## config.mk

```make
export PLATFORM = sky130hd
export DESIGN_NAME = hecc_gen
export DESIGN_NICKNAME = d
export VERILOG_FILES = /design/src/rtl/hecc_pkg.sv /design/src/rtl/hecc_chunk_acc.sv /design/src/rtl/hecc_code_pack.sv /design/src/rtl/hecc_readout.sv /design/src/rtl/hecc_gen.sv
export SDC_FILE = /design/constraint.sdc
export NUM_CORES = 1
export LEC_CHECK = 0
export CAP_MARGIN = 20
export CORE_MARGIN = 4
export CORE_UTILIZATION = 43
export DETAILED_ROUTE_END_ITERATION = 10
export HOLD_SLACK_MARGIN = 0.02
export PLACE_DENSITY = 0.72
export SLEW_MARGIN = 20
export SYNTH_ARGS = -nofsm -noshare
export SYNTH_HDL_FRONTEND = slang
export SYNTH_SLANG_ARGS = --single-unit
export TNS_END_PERCENT = 100
```

## constraint.sdc

```tcl
create_clock -name clk -period 2.5 [get_ports clk]
set_input_delay 0.5 -clock clk [delete_from_list [all_inputs] [get_ports clk]]
set_output_delay 0.5 -clock clk [all_outputs]
set_load 0.1 [all_outputs]
```

## src/rtl/hecc_pkg.sv

```systemverilog
package hecc_pkg;

  localparam int BYTE_W     = 8;
  localparam int CHUNK_AW   = 8;                 // 256-byte chunk
  localparam int LINE_W     = 2 * CHUNK_AW;      // line-parity bits
  localparam int COL_W      = 6;                 // column-parity bits
  localparam int CODE_BYTES = 3;
  localparam int CODE_W     = CODE_BYTES * BYTE_W;

  typedef enum logic [1:0] {
    HM_OFF  = 2'b00,
    HM_ACC  = 2'b01,
    HM_READ = 2'b10,
    HM_CLR  = 2'b11
  } hecc_mode_e;

  // Six column parities: even index uses bits whose position has bit m = 0.
  function automatic logic [COL_W-1:0] col_parity(input logic [BYTE_W-1:0] d);
    logic [COL_W-1:0] c;
    c[0] = ^(d & 8'b0101_0101);
    c[1] = ^(d & 8'b1010_1010);
    c[2] = ^(d & 8'b0011_0011);
    c[3] = ^(d & 8'b1100_1100);
    c[4] = ^(d & 8'b0000_1111);
    c[5] = ^(d & 8'b1111_0000);
    return c;
  endfunction

endpackage

```

## src/rtl/hecc_chunk_acc.sv

```systemverilog
module hecc_chunk_acc
  import hecc_pkg::*;
(
  input  logic                clk,
  input  logic                rst_n,
  input  logic                clr_i,
  input  logic                upd_i,
  input  logic [CHUNK_AW-1:0] addr_i,
  input  logic [BYTE_W-1:0]   data_i,
  output logic [LINE_W-1:0]   line_o,
  output logic [COL_W-1:0]    col_o
);

  logic              byte_par;
  logic [LINE_W-1:0] line_flip;

  assign byte_par = ^data_i;

  generate
    for (genvar k = 0; k < CHUNK_AW; k++) begin : g_line
      assign line_flip[2*k]   = byte_par & ~addr_i[k];
      assign line_flip[2*k+1] = byte_par &  addr_i[k];
    end
  endgenerate

  always_ff @(posedge clk) begin
    if (!rst_n || clr_i) begin
      line_o <= '0;
      col_o  <= '0;
    end else if (upd_i) begin
      line_o <= line_o ^ line_flip;
      col_o  <= col_o ^ col_parity(data_i);
    end
  end

endmodule

```

## src/rtl/hecc_code_pack.sv

```systemverilog
module hecc_code_pack
  import hecc_pkg::*;
(
  input  logic [LINE_W-1:0] line_i,
  input  logic [COL_W-1:0]  col_i,
  output logic [CODE_W-1:0] code_o
);

  // {byte2, byte1, byte0}, inverted, two spare bits forced to one
  assign code_o = {~col_i, 2'b11, ~line_i[15:8], ~line_i[7:0]};

endmodule

```

## src/rtl/hecc_readout.sv

```systemverilog
module hecc_readout
  import hecc_pkg::*;
#(
  parameter int NCHUNK = 2
) (
  input  logic                     clk,
  input  logic                     rst_n,
  input  logic                     rd_mode_i,
  input  logic [NCHUNK*CODE_W-1:0] codes_i,
  input  logic                     out_ready_i,
  output logic                     out_valid_o,
  output logic [BYTE_W-1:0]        out_data_o
);

  localparam int GRP_W = $clog2(NCHUNK + 1);

  logic [GRP_W-1:0] grp_q;
  logic [1:0]       sub_q;
  logic             fire;

  assign out_valid_o = rd_mode_i && (grp_q < GRP_W'(NCHUNK));
  assign fire        = out_valid_o && out_ready_i;

  always_ff @(posedge clk) begin
    if (!rst_n || !rd_mode_i) begin
      grp_q <= '0;
      sub_q <= '0;
    end else if (fire) begin
      if (sub_q == 2'd2) begin
        sub_q <= '0;
        grp_q <= grp_q + 1'b1;
      end else begin
        sub_q <= sub_q + 1'b1;
      end
    end
  end

  // Per-chunk output order: byte 1, byte 0, byte 2
  always_comb begin
    out_data_o = '0;
    for (int c = 0; c < NCHUNK; c++) begin
      if (grp_q == GRP_W'(c)) begin
        case (sub_q)
          2'd0:    out_data_o = codes_i[c*CODE_W + BYTE_W   +: BYTE_W];
          2'd1:    out_data_o = codes_i[c*CODE_W            +: BYTE_W];
          default: out_data_o = codes_i[c*CODE_W + 2*BYTE_W +: BYTE_W];
        endcase
      end
    end
    if (!out_valid_o) out_data_o = '0;
  end

endmodule

```

## src/rtl/hecc_gen.sv

```systemverilog
module hecc_gen
  import hecc_pkg::*;
#(
  parameter int NCHUNK = 2
) (
  input  logic              clk,
  input  logic              rst_n,
  input  logic [1:0]        mode_i,
  input  logic              in_valid_i,
  output logic              in_ready_o,
  input  logic [BYTE_W-1:0] in_data_i,
  output logic              out_valid_o,
  input  logic              out_ready_i,
  output logic [BYTE_W-1:0] out_data_o
);

  localparam int TOTAL  = NCHUNK << CHUNK_AW;
  localparam int CNT_W  = $clog2(TOTAL + 1);
  localparam int CSEL_W = CNT_W - CHUNK_AW;

  hecc_mode_e mode;
  logic [CNT_W-1:0]          byte_cnt_q;
  logic                      page_full;
  logic                      acc_fire;
  logic                      clr;
  logic [CSEL_W-1:0]         chunk_sel;
  logic [NCHUNK*CODE_W-1:0]  codes;

  assign mode       = hecc_mode_e'(mode_i);
  assign clr        = (mode == HM_CLR);
  assign in_ready_o = (mode != HM_READ);
  assign page_full  = (byte_cnt_q == CNT_W'(TOTAL));
  assign acc_fire   = in_valid_i && in_ready_o && (mode == HM_ACC) && !page_full;
  assign chunk_sel  = byte_cnt_q[CNT_W-1:CHUNK_AW];

  always_ff @(posedge clk) begin
    if (!rst_n || clr) byte_cnt_q <= '0;
    else if (acc_fire) byte_cnt_q <= byte_cnt_q + 1'b1;
  end

  generate
    for (genvar g = 0; g < NCHUNK; g++) begin : g_chunk
      logic [LINE_W-1:0] line;
      logic [COL_W-1:0]  col;

      hecc_chunk_acc u_acc (
        .clk    (clk),
        .rst_n  (rst_n),
        .clr_i  (clr),
        .upd_i  (acc_fire && (chunk_sel == CSEL_W'(g))),
        .addr_i (byte_cnt_q[CHUNK_AW-1:0]),
        .data_i (in_data_i),
        .line_o (line),
        .col_o  (col)
      );

      hecc_code_pack u_pack (
        .line_i (line),
        .col_i  (col),
        .code_o (codes[g*CODE_W +: CODE_W])
      );
    end
  endgenerate

  hecc_readout #(.NCHUNK(NCHUNK)) u_rd (
    .clk         (clk),
    .rst_n       (rst_n),
    .rd_mode_i   (mode == HM_READ),
    .codes_i     (codes),
    .out_ready_i (out_ready_i),
    .out_valid_o (out_valid_o),
    .out_data_o  (out_data_o)
  );

endmodule

```

; ---- After elaboration in Yosys (flattened, before gate mapping)
; Cells that the tools add are included.
[totals]
wordCells = 83
register_bits = 58
out_inout_bits = 10
inputBits = 14
[classes]
bitwise = 34
addsub = 3
muxes = 6
eq_ne = 9
order_cmp = 1
reduce_logical = 23
[ops]
columns = operator, count
row1 = $reduce_xor A8 Y1, 7
row2 = $not A8 Y8, 4
row3 = $pmux W8 S2, 2
row4 = $xor A16 B16 Y16, 2
row5 = $mux W8, 3
row6 = $and A1 B1 Y1, 16
row7 = $not A6 Y6, 2
row8 = $xor A6 B6 Y6, 2
row9 = $add A10 B1 Y10 const B, 1
row10 = $eq A10 B10 Y1 const B, 1
row11 = $eq A2 B1 Y1 const B, 4
row12 = $not A1 Y1, 8
row13 = $logic_and A1 B1 Y1, 7
row14 = $eq A2 B2 Y1 const B, 3
row15 = $logic_not A2 Y1, 3
row16 = $add A2 B1 Y2 const B, 2
row17 = $logic_not A1 Y1, 3
row18 = $logic_or A1 B1 Y1, 2
row19 = $lt A2 B2 Y1 const B, 1
row20 = $mux W2, 1
row21 = $ne A2 B2 Y1 const B, 1
row22 = $reduce_and A2 Y1, 1

; ---- Depth between registers and ports, before layout
; Gate-level depths: netlist of the first run.
[depth]
depth_word = 5
ltp_mapped = 8
depth_no_buf = 7

; ---- By module
; Synthesis of the first run repeated with hierarchy kept, for this count alone.
[unflattened]
hier_cells = 442
area_unflattened_um2 = 3771.1
[by_module_without_submodules]
columns = mod, area_per_inst_um2, n_inst, cells_each, seq_area_each_um2
row1 = hecc_chunk_acc, 1086.0, 2, 121, 440.4
row2 = hecc_readout, 792.0, 1, 88, 80.1
row3 = hecc_gen, 604.3, 1, 62, 200.2
row4 = hecc_code_pack, 101.3, 2, 25, 0.0

; ---- Least setup slack after synthesis of the first run
; OpenSTA, ideal clock, no wires.
[synth_path]
path_type = in2out
startpoint = in mode_i[0]
endpoint = out out_data_o[0]
n_path_buf = 0
stages = 5
t_required_ps = 2000
path_slack_ps = -1930
arrival_ps = 3930
cell_sequence = nand2b_1 -> nand2b_1 -> inv_1 -> o21ai_0 -> a21oi_1
[synth_between]
elab_chain_cells = 3
[synth_lines]
columns = item, line_no
row1 = "start, declared", hecc_gen.sv:8  ; input logic [1:0] mode_i,
row2 = $eq A2 B2 Y1, hecc_gen.sv:68  ; .rd_mode_i (mode == HM_READ),
row3 = $logic_and A1 B1 Y1, hecc_readout.sv:21  ; assign out_valid_o = rd_mode_i && (grp_q < GRP_W'(NCHUNK));
row4 = named net out_valid_o, hecc_gen.sv:12  ; output logic out_valid_o,
row5 = $mux W8, hecc_readout.sv:50  ; if (!out_valid_o) out_data_o = '0;
row6 = "end, declared", hecc_gen.sv:14  ; output logic [BYTE_W-1:0] out_data_o
; The timed path passes the listed nets, and every way through them passes these cells.

; ---- Worst setup path in the final report of the first run
[layout_path]
startpoint = reg u_rd.sub_q[0]
endpoint = out out_data_o[3]
[layout_between]
elab_chain_cells = 5
elab_cells_between_ends = 7
classes_between = eq/ne: 1 / mux: 5 / reduce/logical: 1
[layout_lines]
columns = item, line_no
row1 = "start, declared", hecc_readout.sv:18  ; logic [1:0] sub_q;
row2 = "start signal, assigned", hecc_readout.sv:33  ; sub_q <= sub_q + 1'b1;
row3 = $eq A2 B1 Y1 / $logic_not A2 Y1 (equally long branches), hecc_readout.sv:43  ; case (sub_q)
row4 = $pmux W8 S2, hecc_readout.sv:43
row5 = $mux W8, hecc_readout.sv:42  ; if (grp_q == GRP_W'(c)) begin
row6 = $mux W8 *, hecc_readout.sv:42
row7 = $mux W8 *, hecc_readout.sv:50
; Mark *: on every way between the ends. The rest lies on a longest branch, timed or not.

==> results of run 1 <==
## cell usage in the layout (no fill, tap or decap), types with 2 or more instances in the layout
cell type / synthesis / routed
or3_1: 23 / 23
a21oi_1: 50 / 42
a21oi_4: 0 / 4
and3_1: 2 / 2
dfxtp_1: 58 / 57
xnor2_1: 14 / 13
xor2_1: 16 / 16
nand2b_4: 0 / 2
clkdlybuf4s50_1: 0 / 13
bufinv_16: 0 / 2
nand2_1: 46 / 46
nand3b_1: 2 / 2
nor3b_1: 2 / 2
or4_1: 17 / 17
inv_1: 6 / 5
o21ai_0: 26 / 24
buf_12: 0 / 16
nor2_1: 23 / 23
nand4_1: 4 / 4
o21ai_2: 0 / 2
o31ai_1: 16 / 16
mux2i_1: 16 / 16
a21oi_2: 0 / 4
mux2_2: 6 / 6
clkinvlp_4: 0 / 2
buf_4: 0 / 13
ha_1: 4 / 3
clkbuf_8: 0 / 12
o211ai_1: 6 / 6
nor3_1: 2 / 2
## cells by family (layout without fill, tap and decap cells)
kind of cell | after synthesis | count (layout) | synth area share [%]
adders and majority gates | 4 | 4 | 1.629
xor gates and xnor gates | 30 | 30 | 8.550
DFF | 58 | 58 | 37.78
buffers and inverters | 37 | 64 | 4.601
AOI/OAI and AO/OA | 100 | 100 | 18.32
muxes | 22 | 22 | 7.410
and+or+nand+nor | 129 | 129 | 21.70
## power breakdown
part / switching, W / leakage [nW] / internal [W]
Combinational: 0.000281 / 0.717 / 0.000181
Clock: 0.000379 / 0.119 / 0.000641
Sequential: 0.00000918 / 0.468 / 0.000935
## flip-flops by register name, indices dropped and copies added, names as in the netlist
name	cells
g_chunk.u_acc.line_o	32
u_rd.grp_q	2
g_chunk.u_acc.col_o	12
u_rd.sub_q	2
byte_cnt_q	10
## per-layer routing
metal  up-vias  GRT usage [%]  wire length, um
met3        10          5.849              322
met5         -              0                0
li1       1393              -                -
met2        43          29.67             3558
met1      1304          22.97             3285
met4         0          5.446              130
## worst paths after layout
path	start	endpoint	cells after the start
worst min-delay path	g_chunk[0].u_acc.line_o[14]$_SDFFE_PP0P_	g_chunk[0].u_acc.line_o[14]$_SDFFE_PP0P_	2
worst max-delay path	u_rd.sub_q[0]$_SDFFE_PP0P_	out_data_o[3]	6
worst max register to register	byte_cnt_q[0]$_SDFFE_PP0P_	byte_cnt_q[2]$_SDFFE_PP0P_	7
worst min register to register	g_chunk[0].u_acc.line_o[14]$_SDFFE_PP0P_	g_chunk[0].u_acc.line_o[14]$_SDFFE_PP0P_	2
## stage by stage
stage | power, W | hold slack [ns]
6_report | 0.002426 | 0.4804
5_1_grt | 0.002525 | 0.4949
4_1_cts | 0.002442 | 0.4797
3_5_place_dp | 0.001422 | 0.4702
3_3_place_gp | 0.001416 | 0.4543
2_1_floorplan | 0.001236 | 0.4484
## worst register-to-register path: stages, from the launching register on
cell     delay [ns]
dfxtp_1        0.53
inv_1          0.09
ha_1           0.20
nor4b_1        0.13
a41oi_1        0.40
nand2_1        0.12
xor2_1         0.14
nor2_1         0.05
## final cells by class
| class | count | area, um2 |
|---|---|---|
| multi-input cells | 285 | 1863 |
| clock buffers | 12 | 165.2 |
| fillers | 606 | 2912 |
| repair buffers | 42 | 548.0 |
| flip-flops and latches | 58 | 1162 |
| inverters | 6 | 26.28 |
| well taps | 96 | 120.1 |
| clock inverters | 4 | 72.57 |
## timing repair
| item | in CTS | in global routing |
|---|---|---|
| buffers inserted | 0 | 1 |
| endpoints found under the setup margin | 1 | 8 |
| pin swaps | 0 | 0 |
| cloned | 0 | 0 |
| resized for setup | 1 | 1 |
==> qor.txt, run 1 <==
CTS Root Cell: clkbuf_8
area delta synth->final: 28.79%
DRC: 0
global-route wire length before repair: 12.49 mm
die height: 92.54 um
EDFF count, synth: 0
worst hold path class: register to register
MaxCap Viol Count: 0
First-pass DRT Iterations: 5
Worst EP arrival: 1.89 ns
Via Count: 2750
CTS clock-pin slew for the worst setup and hold paths: 0.07 ns
Avg Inst Size Synth: 8.087 um2
worst rel slew slack: 69.33%
Post-CTS Hold Fix Bufs: 0
post-synthesis sequential area ratio: 37.79%
Post-synth top cells: dfxtp_1 (58), a21oi_1 (50), nand2_1 (46), clkbuf_1 (27), o21ai_0 (26)
CTS tree: built
vias in the first global route: 2611
Initial DRC Count: 146
Mapped Nets: 398
share of the synthesized area in the top cell type: 37.79%
row cnt: 30
dpl cells: 486
FFs w/ async S/R, synth: 0%
H-tree levels: 3
RSZ-0062 raised after global routing: false
distinct cell type count after synthesis: 31
mapped cell area: 3073 um2
final core utilization: 57.61%
Setup crit start kind: register
share of cells above drive strength 1: 16.46%
clock sink count: 58
GR Util All Layers: 18.23%
synthesized flop and latch total: 58
most used cell, CP: buf_12
Synthesis Warnings: 0
Ports: 24
Syn Inst Count: 380
HPWL after detailed placement: 5.084 mm
initial antenna violation count: 0
IO buf count: 23
Overflow after GRT: 0
largest net degree at the start of global routing: 50
Placed Area: 3696 um2
nets: 420
dpl ws: 0.002215 ns
CP Data Required Time: 2.00 ns
Layout Skew: 0.009558 ns
final hold vios: 0
worst-path fanout max: 8
Starting Density: 44.74%
Max Fclk: 417.6 MHz
core footprint: 6869 um2
CP max stage delay: 0.41 ns
Lkg Pwr: 1.304 nW
fin cells: 503
Num CTS Buffers: 9
PD cells: 613.0 nW/um2
Top delay family on crit path: multiplexers
Die Area: 8563 um2
reg-to-reg slack, setup: 0.71 ns
most used flip-flop cell after synthesis: dfxtp_1
Via density: 5.467
most frequent cell after synthesis: dfxtp_1
Max stage delay cell, worst path: dfxtp_2
Max Transition Viols Final: 0
design area: 3958 um2
setup_tns: 0 ns
# setup viols final: 0
Antenna Cells: 0
Worst-Skew Late Latency: 0.34 ns
critical path class: register to output pin
post-synth top area cell: dfxtp_1
critical path cell sequence: buf_12, mux2_2, mux2i_1, nand2_1, a21oi_2, buf_12
final wirelength: 7.297 mm
top cells by area, synth: dfxtp_1 (38%), a21oi_1 (8.1%), nand2_1 (5.6%)
status: finished clean
number of buffers and inverters on the critical path: 2
VDD IR max: 0.0003141 V
Clock Path Buffers: 2
GP Congestion: 0.7578
Wirelength per Cell: 14.51 um
critical path endpoint category: output pin
Worst Max-Slew Pin Slew: 0.4595 ns
Tmin final: 2.394 ns
fin crit share: 95.77%
PnR worst setup slack: 0.1056 ns
Antenna Nets Post-Route: 0
Die X: 92.54 um
Power figures use the tool's default switching activity.
==> run 2: changes to the inputs <==
--- a/config.mk
+++ b/config.mk
@@ -7,10 +7,10 @@
 export LEC_CHECK = 0
 export CAP_MARGIN = 20
 export CORE_MARGIN = 4
-export CORE_UTILIZATION = 43
+export CORE_UTILIZATION = 35
 export DETAILED_ROUTE_END_ITERATION = 10
 export HOLD_SLACK_MARGIN = 0.02
-export PLACE_DENSITY = 0.72
+export PLACE_DENSITY = 0.62
 export SLEW_MARGIN = 20
 export SYNTH_ARGS = -nofsm -noshare
 export SYNTH_HDL_FRONTEND = slang
==> constraint.sdc (replaced) <==
create_clock -name clk -period 2.75 [get_ports clk]
set_input_delay 0.55 -clock clk [delete_from_list [all_inputs] [get_ports clk]]
set_output_delay 0.55 -clock clk [all_outputs]
set_load 0.1 [all_outputs]
==> run 2 against run 1 <==
Flip-flop and latch count did not move. Sequential share of layout area rose by 0.74 points. Routed wire length rose by 3.2%. Clock skew rose by 0.0012 ns. Via count fell by 1.8%. Design area fell by 2.6%. Sequential power fell by 9.0%. Critical path depth rose by 1. Clock power fell by 15%. Critical path type is now primary input to output pin. Critical endpoint is now out_data_o[0]. Highest routed layer unchanged.
==> qor.txt, run 2 (synthesized netlist as in run 1, its figures left out) <==
Num CTS Buffers: 9 (unchanged)
largest net degree at the start of global routing: 57 (+14%)
commonest non-fill, non-tap cell in the layout: dfxtp_1
Starting Density: 36.66% (-8.1 points)
worst hold path class: register to register
final hold vios: 0 (unchanged)
CTS tree: built
Initial DRC Count: 150 (+2.7%)
Max Transition Viols Final: 0 (unchanged)
Layout Skew: 0.01078 ns (+0.001219 ns)
Die X: 101.7 um (+9.9%)
Largest Register: g_chunk.u_acc.line_o
Post-CTS Setup Bufs: 0 (unchanged)
Clock Path Buffers: 2 (unchanged)
GR Util All Layers: 15.45% (-2.8 points)
critical path endpoint category: output pin
# setup viols final: 0 (unchanged)
vias in the first global route: 2664 (+2.0%)
Wirelength per Cell: 14.79 um (+2.0%)
die height: 101.7 um (+9.9%)
Hold Crit Start: g_chunk[1].u_acc.line_o[10]$_SDFFE_PP0P_
Die Area: 10340 um2 (+21%)
DRC: 0 (unchanged)
final wirelength: 7.530 mm (+3.2%)
Worst Max-Slew Pin Slew: 0.5688 ns (+0.1093 ns)
CTS clock-pin slew for the worst setup and hold paths: 0.07 ns (about the same)
commonest cells after routing, fill and taps aside: dfxtp_1 (58), nand2_1 (46), a21oi_1 (42), o21ai_0 (25)
Worst EP arrival: 1.99 ns (+0.10 ns)
worst rel slew slack: 62.08% (-7.2 points)
PD cells: 549.1 nW/um2 (-10%)
Worst-Skew Late Latency: 0.34 ns (about the same)
share of cells above drive strength 1: 15.10% (-1.4 points)
row cnt: 33 (+10%)
Antenna Cells: 0 (unchanged)
area delta synth->final: 25.49%
Largest regs: g_chunk.u_acc.line_o: 32 flops, g_chunk.u_acc.col_o: 12 flops, byte_cnt_q: 10 flops
GP Congestion: 0.7538 (-0.53%)
Placed Area: 3638 um2 (-1.6%)
CTS Root Cell: clkbuf_8
fin crit share: 92.52%
Antenna Nets Post-Route: 0 (unchanged)
initial antenna violation count: 0 (unchanged)
Post-CTS Hold Fix Bufs: 0 (unchanged)
Overflow after GRT: 0 (unchanged)
First-pass DRT Iterations: 5 (unchanged)
IO buf count: 23 (unchanged)
Tmin final: 2.544 ns
core footprint: 8382 um2 (+22%)
Via density: 5.305 (-3.0%)
Ports: 24 (unchanged)
Max Fclk: 393.0 MHz
Post-CTS Resized: 0 (-1)
final core utilization: 46.01% (-12 points)
CP Data Required Time: 2.20 ns (+0.20 ns)
critical path class: primary input to output pin
VDD IR max: 0.0002730 V (-13%)
HPWL after detailed placement: 5.102 mm (+0.36%)
RSZ-0062 raised after global routing: false
Setup crit start: mode_i[1]
H-tree levels: 3 (unchanged)
worst-path fanout max: 6 (-2)
MaxCap Viol Count: 0 (unchanged)
status: finished clean
nets: 417 (-0.71%)
global-route wire length before repair: 12.54 mm (+0.38%)
clock sink count: 58 (unchanged)
Setup crit start kind: primary input
Via Count: 2700 (-1.8%)
Lkg Pwr: 1.264 nW (-3.1%)
R2R Path Start: byte_cnt_q[0]$_SDFFE_PP0P_
design area: 3856 um2 (-2.6%)
max reg flops: 32 (unchanged)
-- run 2: changes by cell type in the layout (fill, tap and decap cells not counted), sizes merged --
cell      delta
clkinvlp     -1
clkbuf       -2
clkinv       +3
buf          -3
-- run 2: through the flow --
| stage | total power, W | setup slack [ns] | TNS (ns) | std cells | hold WS (ns) |
|---|---|---|---|---|---|
| final | 0.002117 | 0.2057 | 0 | 509 | 0.4789 |
| after global routing | 0.002208 | 0.1134 | 0 | 509 | 0.5023 |
| after CTS | 0.002144 | 0.1892 | 0 | 509 | 0.4789 |
| after detailed placement | 0.001271 | 0.07937 | 0 | 493 | 0.4686 |
| after global placement | 0.001264 | 0.1343 | 0 | 493 | 0.4578 |
| after floorplan | 0.001123 | -0.09937 | -0.09937 | 380 | 0.4484 |
-- run 2: worst max-delay path, stage by stage --
cell	delay, ns
clkdlybuf4s50_1	0.60
nand2b_4	0.09
nand2b_4	0.16
clkinvlp_4	0.10
o21ai_0	0.14
a21oi_4	0.16
buf_12	0.19
-- run 2: final timing paths --
kind         depth (start not counted)                                       end  slack (ns)
max                                  7                             out_data_o[0]        0.21
min                                  2  g_chunk[1].u_acc.line_o[10]$_SDFFE_PP0P_        0.48
max reg2reg                          7                byte_cnt_q[2]$_SDFFE_PP0P_        0.83
min reg2reg                          2  g_chunk[1].u_acc.line_o[10]$_SDFFE_PP0P_        0.48
-- run 2: final cells by class --
class	instances	area, um2
sequential	58	1161
clock buffer	10	137.6
clock inverter	6	80.08
inverter	6	26.28
fill	822	4526
timing repair buffer	39	462.9
tap	105	131.4
multi-input combinational	285	1857
-- run 2: routing by layer --
layer | routed length [um] | vias up | global-route usage [%]
met5 | 0 | - | 0
met4 | 104 | 0 | 7.873
met3 | 277 | 5 | 2.342
met2 | 3598 | 34 | 25.20
met1 | 3549 | 1265 | 19.76
li1 | - | 1396 | -
-- run 2: power by group --
part           leakage, nW  internal [W]  switching [W]
sequential           0.468      0.000850     0.00000854
clock                0.116      0.000528       0.000337
combinational        0.680      0.000141       0.000252
total                 1.26       0.00152       0.000598
